## config.mk

```make
export PLATFORM = sky130hd
export DESIGN_NAME = i2c_regslave
export DESIGN_NICKNAME = d
export VERILOG_FILES = /design/src/rtl/i2c_rs_pkg.sv /design/src/rtl/i2c_rs_cond.sv /design/src/rtl/i2c_rs_ctr.sv /design/src/rtl/i2c_regslave.sv
export SDC_FILE = /design/constraint.sdc
export NUM_CORES = 1
export LEC_CHECK = 0
export ABC_AREA = 1
export BUFFER_PORTS_ARGS = -buffer_cell sky130_fd_sc_hd__buf_4
export CORE_ASPECT_RATIO = 1.75
export CORE_MARGIN = 2
export CORE_UTILIZATION = 50
export CTS_CLUSTER_SIZE = 10
export DETAILED_ROUTE_END_ITERATION = 10
export PLACE_DENSITY = 0.78
export SLEW_MARGIN = 20
export SYNTH_ARGS = -nofsm -noshare
export SYNTH_HDL_FRONTEND = slang
export SYNTH_SLANG_ARGS = --single-unit
```

## constraint.sdc

```tcl
create_clock -name clk -period 1.9 [get_ports clk]
set_input_delay 0.095 -clock clk [delete_from_list [all_inputs] [get_ports clk]]
set_output_delay 0.095 -clock clk [all_outputs]
set_load 0.1 [all_outputs]
```

## src/rtl/i2c_rs_pkg.sv

```systemverilog
package i2c_rs_pkg;

    localparam int BYTE_W    = 8;
    localparam int PTR_FIELD = 15;
    localparam int ACK_SLOT  = 8;

    typedef enum logic [2:0] {
        ST_IDLE,
        ST_DEVSEL,
        ST_ADDR_HI,
        ST_ADDR_LO,
        ST_WDATA,
        ST_RDATA,
        ST_IGNORE
    } rs_state_e;

    typedef struct packed {
        logic start;
        logic stop;
        logic rise;
        logic fall;
    } bus_evt_t;

    function automatic logic id_hit(input logic [BYTE_W-1:0] b, input logic [6:0] id);
        return b[BYTE_W-1:1] == id;
    endfunction

endpackage

```

## src/rtl/i2c_rs_cond.sv

```systemverilog
module i2c_rs_cond
    import i2c_rs_pkg::*;
(
    input  logic     clk,
    input  logic     rst,
    input  logic     scl_in,
    input  logic     sda_in,
    output bus_evt_t evt
);
    logic scl_q, sda_q;

    always_ff @(posedge clk) begin
        if (rst) begin
            scl_q <= 1'b1;
            sda_q <= 1'b1;
        end else begin
            scl_q <= scl_in;
            sda_q <= sda_in;
        end
    end

    always_comb begin
        evt.rise  = scl_in & ~scl_q;
        evt.fall  = ~scl_in & scl_q;
        evt.start = scl_in & scl_q & sda_q & ~sda_in;
        evt.stop  = scl_in & scl_q & ~sda_q & sda_in;
    end
endmodule

```

## src/rtl/i2c_rs_ctr.sv

```systemverilog
module i2c_rs_ctr #(
    parameter int ADDR_W = 15
) (
    input  logic              clk,
    input  logic              rst,
    input  logic              load,
    input  logic [ADDR_W-1:0] load_addr,
    input  logic              load_inc,
    input  logic              adv,
    output logic [ADDR_W-1:0] addr,
    output logic              inc_en
);
    always_ff @(posedge clk) begin
        if (rst) begin
            addr   <= '0;
            inc_en <= 1'b0;
        end else if (load) begin
            addr   <= load_addr;
            inc_en <= load_inc;
        end else if (adv && inc_en) begin
            addr <= addr + 1'b1;
        end
    end
endmodule

```

## src/rtl/i2c_regslave.sv

```systemverilog
module i2c_regslave
    import i2c_rs_pkg::*;
#(
    parameter logic [6:0] DEV_ID = 7'b1101010,
    parameter int         ADDR_W = 15
) (
    input  logic              clk,
    input  logic              rst,
    input  logic              scl_in,
    input  logic              sda_in,
    output logic              sda_oe,
    output logic [ADDR_W-1:0] reg_addr,
    output logic [7:0]        reg_wdata,
    output logic              reg_we,
    input  logic [7:0]        reg_rdata,
    input  logic              reg_ready
);
    localparam int CNT_W = $clog2(ACK_SLOT + 1);

    bus_evt_t            evt;
    rs_state_e           state;
    logic [CNT_W-1:0]    cnt;
    logic                acking, mack_wait;
    logic [BYTE_W-1:0]   rx_sh, tx_sh, hi_q;
    logic                oe_q, we_q, adv_q;
    logic [BYTE_W-1:0]   wdata_q;
    logic                active, byte_end, ptr_load, inc_en;
    logic [PTR_FIELD-1:0] full_addr;

    i2c_rs_cond u_cond (
        .clk    (clk),
        .rst    (rst),
        .scl_in (scl_in),
        .sda_in (sda_in),
        .evt    (evt)
    );

    assign active    = (state != ST_IDLE) && (state != ST_IGNORE);
    assign byte_end  = active && evt.fall && (cnt == CNT_W'(ACK_SLOT)) && !acking;
    assign ptr_load  = byte_end && (state == ST_ADDR_LO);
    assign full_addr = {hi_q[6:0], rx_sh};

    i2c_rs_ctr #(.ADDR_W(ADDR_W)) u_ctr (
        .clk       (clk),
        .rst       (rst),
        .load      (ptr_load),
        .load_addr (full_addr[ADDR_W-1:0]),
        .load_inc  (hi_q[BYTE_W-1]),
        .adv       (adv_q),
        .addr      (reg_addr),
        .inc_en    (inc_en)
    );

    always_ff @(posedge clk) begin
        if (rst) begin
            state     <= ST_IDLE;
            cnt       <= '0;
            acking    <= 1'b0;
            mack_wait <= 1'b0;
            rx_sh     <= '0;
            tx_sh     <= '0;
            hi_q      <= '0;
            oe_q      <= 1'b0;
            we_q      <= 1'b0;
            adv_q     <= 1'b0;
            wdata_q   <= '0;
        end else begin
            we_q  <= 1'b0;
            adv_q <= 1'b0;
            if (evt.start || evt.stop) begin
                state     <= evt.start ? ST_DEVSEL : ST_IDLE;
                cnt       <= '0;
                acking    <= 1'b0;
                mack_wait <= 1'b0;
                oe_q      <= 1'b0;
            end else if (active) begin
                if (evt.rise) begin
                    if (cnt != CNT_W'(ACK_SLOT)) begin
                        rx_sh <= {rx_sh[BYTE_W-2:0], sda_in};
                        cnt   <= cnt + 1'b1;
                    end else begin
                        cnt <= '0;
                        if (mack_wait) begin
                            mack_wait <= 1'b0;
                            if (sda_in) state <= ST_IGNORE;
                        end
                    end
                end
                if (byte_end) begin
                    acking <= 1'b1;
                    unique case (state)
                        ST_DEVSEL: begin
                            oe_q  <= id_hit(rx_sh, DEV_ID);
                            state <= !id_hit(rx_sh, DEV_ID) ? ST_IGNORE :
                                     rx_sh[0] ? ST_RDATA : ST_ADDR_HI;
                        end
                        ST_ADDR_HI: begin
                            oe_q  <= 1'b1;
                            hi_q  <= rx_sh;
                            state <= ST_ADDR_LO;
                        end
                        ST_ADDR_LO: begin
                            oe_q  <= 1'b1;
                            state <= ST_WDATA;
                        end
                        ST_WDATA: begin
                            oe_q    <= reg_ready;
                            we_q    <= reg_ready;
                            adv_q   <= reg_ready;
                            wdata_q <= rx_sh;
                        end
                        ST_RDATA: begin
                            oe_q      <= 1'b0;
                            adv_q     <= 1'b1;
                            mack_wait <= 1'b1;
                        end
                        default: oe_q <= 1'b0;
                    endcase
                end else if (evt.fall && cnt == '0 && acking) begin
                    acking <= 1'b0;
                    if (state == ST_RDATA) begin
                        tx_sh <= reg_rdata;
                        oe_q  <= ~reg_rdata[BYTE_W-1];
                    end else begin
                        oe_q <= 1'b0;
                    end
                end else if (evt.fall && state == ST_RDATA && cnt != '0) begin
                    oe_q <= ~tx_sh[3'd7 - cnt[2:0]];
                end
            end
        end
    end

    assign sda_oe    = oe_q;
    assign reg_we    = we_q;
    assign reg_wdata = wdata_q;
endmodule

```

==> results.cfg, run 1 <==
[floorplanning]
initial_core_util_pct = 51.5
io_pins = 38
rows = 37
dieArea_sq_um = 6720
die_h_microns = 107
core_area_sq_um = 5880
die_w_microns = 62.8

[synth]
synth_edf_count = 0
synth-main-ff-cell = dfxtp_1
ys_ff_latch = 62
yosysWarningCount = 0
syn-cell-area_sq_um = 3030
seq_area_frac_synth_pct = 41.0
syn_inst = 441
async_reset_ff_share_pct = 0
synth_cell_types = 34
syn-num-nets = 457
synth_area_per_cell_sq_um = 6.87

[critical_path]
setup.worst_path.end_class = register
arrival_ps = 2060
cp_max_fo = 14
critPathRequiredTime_ps = 2180
critPathKind = register to register
start_kind = register

[pwr]
power.share.clock_pct = 49.0
p_sw_mw = 0.583
leakage_nw = 1.53
sequentialPowerShare_pct = 47.3
powerDensity_nw_per_um2 = 749
combPwrFrac_pct = 3.7
p_int_mw = 2.19
swShare_pct = 21.0
vdd_drop_max_v = 0.000845

[finish]
most-common-layout-cells = nand2_1, dfxtp_1, nor2_1
drive_gt1_share_pct = 19.2
layout_commonest_cell = nand2_1
fin_nets = 505
antennaDiodeCount = 0
post_layout_nonfiller_instances = 572
seq_area_sq_um = 1250
area_delta_synth_final_pct = 22.3
n_fill_cell = 565
multi_input_area_sq_um = 1550

[cts]
clockBufferDepth = 2
clock-root-buffer = clkbuf_8
postCtsSetupBuffers = 0
cts_tree = built
htreeDepth = 3
clk-insertion-delay-late_ps = 350
clkTransAtPathRegs_ps = 70
cts_made_buffers = 9
cts.sinks = 62

[global_route]
globalRouteOverflowTotal = 0
antenna_found_initial = 0
grt_use_total_pct = 24.0
grt_pass1_vias = 2891
grt_max_degree = 41
grt_pass1_wl_mm = 12.6

[drt]
vias = 3045
antenna_left = 0
vias_per_cell = 5.32
wl_per_cell_microns = 13.3
drt-total-wl_mm = 7.60
drc = 0
drt_iter0_markers = 231
first_pass_iters = 4

[job]
cap_violations = 0

[timing]
layout_min_cycle_time_ps = 1780
clock_skew_ps = 9.90
worst_pin_slew_ps = 512
setup_viol = 0
finalHoldViolCount = 0
timing.final.crit_share_pct = 93.7
fin_ws_ps = 120
fmax_mhz = 562
finalMaxSlewViolations = 0
relSlewSlack_pct = 65.8

[status]
status = finished clean

[place]
hpwl_mm = 5.53
dpl_worst_slack_ps = 105
port_buffers = 37
gp_congestion = 0.943
dp_cells = 552

[min_path]
hp-class = input pin to register
[critical path, stage by stage, from the launching register on]
cell and delay (ps):
dfxtp_1 420, inv_2 70, ha_1 210, nand3_2 90, inv_2 60, nand2_2 100, inv_4 70, nand2_8 130
buf_4 200, nand2_1 70, o22ai_1 130, nor2_1 60, nor2_1 90
[cell type report]
class	instances	share of cell area [%]
clock buffer	13	4.56
multi-input combinational	316	41.7
timing repair buffer	49	10.2
sequential	62	33.7
tap	78	2.63
inverter	51	5.44
clock inverter	3	1.76
[layer usage]
metal / up-vias / global-route usage (%) / share of wire [%]
li1: 1543 / - / -
met2: 82 / 45.2 / 55
met1: 1392 / 22.8 / 37
met5: - / 0 / 0
met3: 28 / 6.09 / 3.9
met4: 0 / 14.8 / 4.6
[cell usage after synthesis, types with 2 or more instances]
master     n  area (sq um)
nand2_1   91           342
dfxtp_1   62          1240
nor2_1    53           199
nand3_1   44           220
inv_1     42           158
a21oi_1   36           180
o21ai_0   35           175
inv_2      8          30.0
nand2_2    7          43.8
nand4_1    7          43.8
o21ai_1    7          35.0
nor2_2     6          37.5
clkbuf_1   5          18.8
a31oi_1    4          25.0
buf_4      4          30.0
nor3_1     4          20.0
ha_1       3          37.5
xor2_1     3          26.3
a211oi_1   2          15.0
buf_2      2          10.0
nand2_4    2          22.5
nand3b_1   2          15.0
[repair_timing]
item,CTS,global route
endpoints found under the setup margin,0,17
hold buffers,4,0
endpoints found under the hold margin,4,0
gates resized for setup,0,10
[path summary, 6_finish.rpt]
kind / start / to / slack, ps / cells past startpoint
worst max register to register: cnt[1]$_SDFFE_PP0P_ / u_ctr.addr[5]$_SDFFE_PP0P_ / 120 / 12
worst max-delay path: cnt[1]$_SDFFE_PP0P_ / u_ctr.addr[5]$_SDFFE_PP0P_ / 120 / 12
worst min-delay path: sda_in / u_cond.sda_q$_SDFF_PP1_ / 10 / 3
worst min register to register: hi_q[4]$_SDFFE_PP0P_ / hi_q[4]$_SDFFE_PP0P_ / 460 / 2
[per-stage QoR]
stage	instance area [sq um]	hold WS, ps	util (%)	total power, mW	setup TNS (ps)
after floorplan	3040	164	-	1.40	0
after global placement	3400	325	57.9	1.44	0
after detailed placement	3400	329	57.9	1.44	0
after CTS	3680	0.0848	62.5	2.80	0
after global routing	3710	18.3	63.0	2.86	-2.19
final	3710	14.6	63.0	2.78	0
[kinds of logic (layout without fill, tap and decap cells)]
kind of cell / after synthesis / count (layout) / share of synthesized area, %
AND/OR/NAND/NOR: 221 / 221 / 32.7
buffers and inverters: 63 / 116 / 8.72
AO/OA/AOI/OAI: 89 / 89 / 15.5
adder cells (fa/ha/maj): 3 / 3 / 1.24
flip-flops: 62 / 62 / 41.0
XOR/XNOR: 3 / 3 / 0.868
[state kept, by name (all words and copies together) (netlist names)]
name / count
reg_we: 1
adv_q: 1
u_ctr.inc_en: 1
mack_wait: 1
u_cond.scl_q: 1
acking: 1
cnt: 4
reg_wdata: 8
state: 3
tx_sh: 8
rx_sh: 8
u_ctr.addr: 15
hi_q: 8
u_cond.sda_q: 1
sda_oe: 1
[power groups by stage]
stage | Clock (mW) | Combinational (mW) | Sequential, mW
final | 1.36 | 0.103 | 1.31
after global routing | 1.44 | 0.115 | 1.31
after CTS | 1.38 | 0.104 | 1.31
after detailed placement | 0 | 0.0971 | 1.34
after global placement | 0 | 0.0956 | 1.34
after floorplan | 0 | 0.0567 | 1.34
No activity file was read; power rests on OpenSTA's default activity.
==> run 2, diff against run 1 <==
--- a/config.mk
+++ b/config.mk
@@ -12,7 +12,9 @@
 export CORE_UTILIZATION = 50
 export CTS_CLUSTER_SIZE = 10
 export DETAILED_ROUTE_END_ITERATION = 10
+export GPL_TIMING_DRIVEN = 0
 export PLACE_DENSITY = 0.78
+export RECOVER_POWER = 50
 export SLEW_MARGIN = 20
 export SYNTH_ARGS = -nofsm -noshare
 export SYNTH_HDL_FRONTEND = slang
==> run 2 against run 1 <==
Against the previous run: worst setup slack better by 32 ps; via count down 0.16%; sequential share of layout area increased by 1.5 points; final area decreased by 4.0%.
==> results.cfg, run 2 (synthesized netlist as in run 1, its figures left out) <==
[cts]
clkTransAtPathRegs_ps = 70
clock-root-buffer = clkbuf_8
clk-insertion-delay-late_ps = 330
cts_tree = built
cts_made_buffers = 9
cts.sinks = 62
clockBufferDepth = 2
htreeDepth = 3

[critical_path]
r2r-end = hi_q[5]$_SDFFE_PP0P_
r2r-start = cnt[0]$_SDFFE_PP0P_
rrSetupSlack_ps = 150
critPathKind = register to register
cp_max_fo = 10
rr_worst_depth = 12
arrival_ps = 1970
setup.worst_path.end_class = register
critPathRequiredTime_ps = 2130
start_kind = register
crit_start = cnt[0]$_SDFFE_PP0P_
endpoint = hi_q[5]$_SDFFE_PP0P_

[global_route]
grt_pass1_vias = 2938
grt_max_degree = 11
grt_pass1_wl_mm = 13.0
globalRouteOverflowTotal = 0
grt_use_total_pct = 24.7
antenna_found_initial = 0

[pwr]
powerDensity_nw_per_um2 = 707
p_total_mw = 2.52
leakage_nw = 1.47
vdd_drop_max_v = 0.000614

[floorplanning]
core_area_sq_um = 5880
dieArea_sq_um = 6720
die_w_microns = 62.8
initial_core_util_pct = 51.5
rows = 37
io_pins = 38
die_h_microns = 107

[place]
dpl_worst_slack_ps = 21.2
port_buffers = 37
hpwl_mm = 5.74
place_area_sq_um = 3410
gp_congestion = 0.890

[drt]
vias_per_cell = 5.30
wl_per_cell_microns = 13.2
drt-total-wl_mm = 7.60
drt_iter0_markers = 112
drc = 0
first_pass_iters = 5
vias = 3040
antenna_left = 0

[timing]
rsz0062_at_grt = false
finalMaxSlewViolations = 0
fin_ws_ps = 152
worst_pin_slew_ps = 1160
fmax_mhz = 572
fin_setup_tns_ps = 0
layout_min_cycle_time_ps = 1750
clock_skew_ps = 10.3
relSlewSlack_pct = 23.3
timing.final.crit_share_pct = 92.0
finalHoldViolCount = 0
setup_viol = 0

[finish]
layout_commonest_cell = nand2_1
largest_register_ff_count = 15
most-common-layout-cells = nand2_1, dfxtp_1, nor2_1
antennaDiodeCount = 0
design_area_sq_um = 3560
drive_gt1_share_pct = 18.5
largest-register = u_ctr.addr
area_delta_synth_final_pct = 17.5
fin_nets = 507

[min_path]
hp-class = input pin to register

[status]
status = finished clean

[job]
cap_violations = 0
[run 2: changes by cell type in the layout (fill, tap and decap cells not counted), moves of 2 or more]
cell	before	now
buf_4	45	15
clkbuf_2	0	24
clkbuf_1	1	11
o21ai_0	33	37
o21ai_1	9	5
clkbuf_8	12	9
dfxtp_1	56	54
dfxtp_2	6	8
dlygate4sd3_1	4	2
nand2_8	2	0
[run 2: what timing repair did]
action                     4_1_cts  5_1_grt
gates cloned                     0        0
setup buffers                    0        0
setup endpoints to repair        1       41
gates resized for setup          1        7
hold buffers                     2        0
hold endpoints to repair         4        0
[run 2: area by class of cell]
type                    instances  area, sq um
clock buffers                  12          135
multi-input cells             316         1530
inverters                      51          196
well taps                      78         97.6
flip-flops and latches         62         1250
plain buffers                  12         68.8
repair buffers                 39          230
fillers                       608         2320
clock inverters                 4         47.5
[run 2: stage by stage]
| step | util [%] | instances | hold slack, ps |
|---|---|---|---|
| 2_1_floorplan | - | 441 | 164 |
| 3_3_place_gp | 58.0 | 556 | 313 |
| 3_5_place_dp | 58.0 | 556 | 319 |
| 4_1_cts | 61.5 | 574 | 11.6 |
| 5_1_grt | 60.5 | 574 | 25.9 |
| 6_report | 60.5 | 574 | 14.8 |
[run 2: how the worst min path moves through the flow]
stage | slack [ps] | cells past startpoint | from | to
2_1_floorplan | 160 | 1 | rst | hi_q[7]$_SDFFE_PP0P_
3_3_place_gp | 310 | 2 | rst | u_ctr.addr[12]$_SDFFE_PP0P_
3_5_place_dp | 320 | 2 | rst | u_ctr.addr[12]$_SDFFE_PP0P_
4_1_cts | 10 | 3 | reg_rdata[2] | tx_sh[2]$_SDFFE_PP0P_
5_1_grt | 30 | 3 | reg_rdata[5] | tx_sh[5]$_SDFFE_PP0P_
6_report | 10 | 3 | reg_rdata[2] | tx_sh[2]$_SDFFE_PP0P_
[run 2: routing by layer]
metal  global-route usage [%]  vias to the layer above  wire length [microns]
met2                     48.8                       77                   4220
met1                     22.9                     1387                   2850
met5                        0                        -                      0
li1                         -                     1555                      -
met3                     4.30                       21                    254
met4                     14.4                        0                    274
[run 2: report_power, final]
group | internal, mW | switching [mW] | total, mW
clock | 0.603 | 0.501 | 1.10
combinational | 0.0391 | 0.0606 | 0.0997
sequential | 1.31 | 0.00844 | 1.31
[run 2: worst max-delay path: stages (launching register included)]
cell	delay, ps
dfxtp_2	360
inv_4	90
ha_2	190
nand3_2	90
inv_2	100
nand2_2	100
inv_4	100
nand2_2	90
inv_2	100
nand2_2	70
buf_6	150
o21ai_1	140
a21oi_1	60
==> run 3, diff against run 2 <==
--- a/config.mk
+++ b/config.mk
@@ -9,12 +9,13 @@
 export BUFFER_PORTS_ARGS = -buffer_cell sky130_fd_sc_hd__buf_4
 export CORE_ASPECT_RATIO = 1.75
 export CORE_MARGIN = 2
-export CORE_UTILIZATION = 50
+export CORE_UTILIZATION = 35
 export CTS_CLUSTER_SIZE = 10
 export DETAILED_ROUTE_END_ITERATION = 10
 export GPL_TIMING_DRIVEN = 0
-export PLACE_DENSITY = 0.78
+export PLACE_DENSITY = 0.61
 export RECOVER_POWER = 50
+export SKIP_LAST_GASP = 1
 export SLEW_MARGIN = 20
 export SYNTH_ARGS = -nofsm -noshare
 export SYNTH_HDL_FRONTEND = slang
==> run 3 against run 2 <==
Against the previous run: die area increased by 41%; wire length increased by 3.2%; largest cell class unchanged; via count decreased by 1.1%; hold slack about the same; total power increased by 19%; clock power increased by 44%; flip-flop and latch count unchanged; clock skew decreased by 5.8 ps; sequential power about the same.
==> results.cfg, run 3 (synthesized netlist as in run 1, its figures left out) <==
[status]
status = finished clean

[floorplanning]
io_pins = 38
core_area_sq_um = 8370
dieArea_sq_um = 9440
die_h_microns = 127
rows = 44
initial_core_util_pct = 36.2
die_w_microns = 74.3

[global_route]
grt_max_degree = 11
globalRouteOverflowTotal = 0
grt_pass1_vias = 2919
antenna_found_initial = 0
grt_pass1_wl_mm = 13.1
grt_use_total_pct = 18.2

[critical_path]
critPathRequiredTime_ps = 2160
crit_buf_inv = 4
start_kind = register
critPathKind = register to register
cp_slowest_cell = dfxtp_2
rrSetupSlack_ps = 140
cpPeakStageDelay_ps = 360
crit_family = buffers and inverters
worstPathCellList = inv_4 > ha_2 > nand3_2 > inv_2 > nand2_2 > inv_4 > nand2_4 > nand2_4 > buf_4 > nand3_1 > a21oi_1
setup.worst_path.end_class = register
cp_max_fo = 10
arrival_ps = 2020

[timing]
finalMaxSlewViolations = 0
fin_setup_tns_ps = 0
setup_viol = 0
rsz0062_at_grt = false
clock_skew_ps = 4.44
worst_pin_slew_ps = 545
layout_min_cycle_time_ps = 1760
holdWs_ps = 14.4
timing.final.crit_share_pct = 92.6
finalHoldViolCount = 0
relSlewSlack_pct = 63.8
fmax_mhz = 568

[finish]
antennaDiodeCount = 0
drive_gt1_share_pct = 18.8
design_area_sq_um = 3710
largest_register_ff_count = 15
final_core_util_pct = 44.3
seq_area_sq_um = 1250
fin_nets = 507
multi_input_area_sq_um = 1530
largest-register = u_ctr.addr
most-common-layout-cells = nand2_1, dfxtp_1, nor2_1
layout_commonest_cell = nand2_1
n_fill_cell = 911
area_delta_synth_final_pct = 22.4

[drt]
vias = 3008
vias_per_cell = 4.92
drt-total-wl_mm = 7.84
wl_per_cell_microns = 12.8
antenna_left = 0
drt_iter0_markers = 110
drc = 0
first_pass_iters = 4

[cts]
clock-root-buffer = clkbuf_16
clockBufferDepth = 2
cts_made_buffers = 9
cts.sinks = 62
cts_tree = built
clkTransAtPathRegs_ps = 50
htreeDepth = 3
postCtsSetupBuffers = 0
clk-insertion-delay-late_ps = 330

[pwr]
p_total_mw = 2.99
powerDensity_nw_per_um2 = 808
vdd_drop_max_v = 0.000490
leakage_nw = 1.52

[place]
gp_congestion = 0.877
place_area_sq_um = 3460
port_buffers = 37
hpwl_mm = 6.04

[job]
cap_violations = 0

[min_path]
hp-class = input pin to register
-- run 3: worst reg2reg max path, delay by kind of cell, from the launching register on --
kind	cells	cell delay (ps)
flops	1	360
compound gates	1	150
buf+inv	4	500
simple gates	5	510
fa+ha+maj	1	190
-- run 3: through the flow --
stage	cells	setup slack, ps
after floorplan	441	9.52
after global placement	593	44.3
after detailed placement	593	23.0
after CTS	611	4.01
after global routing	611	5.41
final	611	140
-- run 3: path summary, 6_finish.rpt --
kind                                           start                     endpoint  depth (start not counted)
worst max-delay path             cnt[0]$_SDFFE_PP0P_  u_ctr.addr[12]$_SDFFE_PP0P_                         11
worst min-delay path                    reg_rdata[4]        tx_sh[4]$_SDFFE_PP0P_                          3
worst max register to register   cnt[0]$_SDFFE_PP0P_  u_ctr.addr[12]$_SDFFE_PP0P_                         11
worst min register to register  hi_q[0]$_SDFFE_PP0P_         hi_q[0]$_SDFFE_PP0P_                          2
-- run 3: report_power, final --
part	internal (mW)	total, mW	leakage, nW	switching (mW)
clock network	1.01	1.58	0.137	0.566
logic	0.0391	0.101	0.875	0.0619
registers	1.31	1.32	0.504	0.00877
-- run 3: area by class of cell --
class	instances	share of cell area (%)
Timing Repair Buffer	39	6.24
Multi-Input combinational cell	316	41.3
Inverter	51	5.30
Clock buffer	12	6.38
Buffer	12	1.86
Sequential cell	62	33.7
Clock inverter	4	1.28
Tap cell	115	3.88
-- run 3: layer usage --
layer | share of wire [%] | vias up | global-route usage [%]
met5 | 0 | - | 0
met4 | 3.4 | 0 | 9.87
met3 | 3.7 | 19 | 4.02
met2 | 56 | 64 | 34.2
met1 | 37 | 1370 | 17.4
li1 | - | 1555 | -
-- run 3: repair_timing --
item	4_1_cts	5_1_grt
endpoints found under the hold margin	4	0
setup endpoints to repair	0	42
hold buffers	2	0
resized for setup	0	9
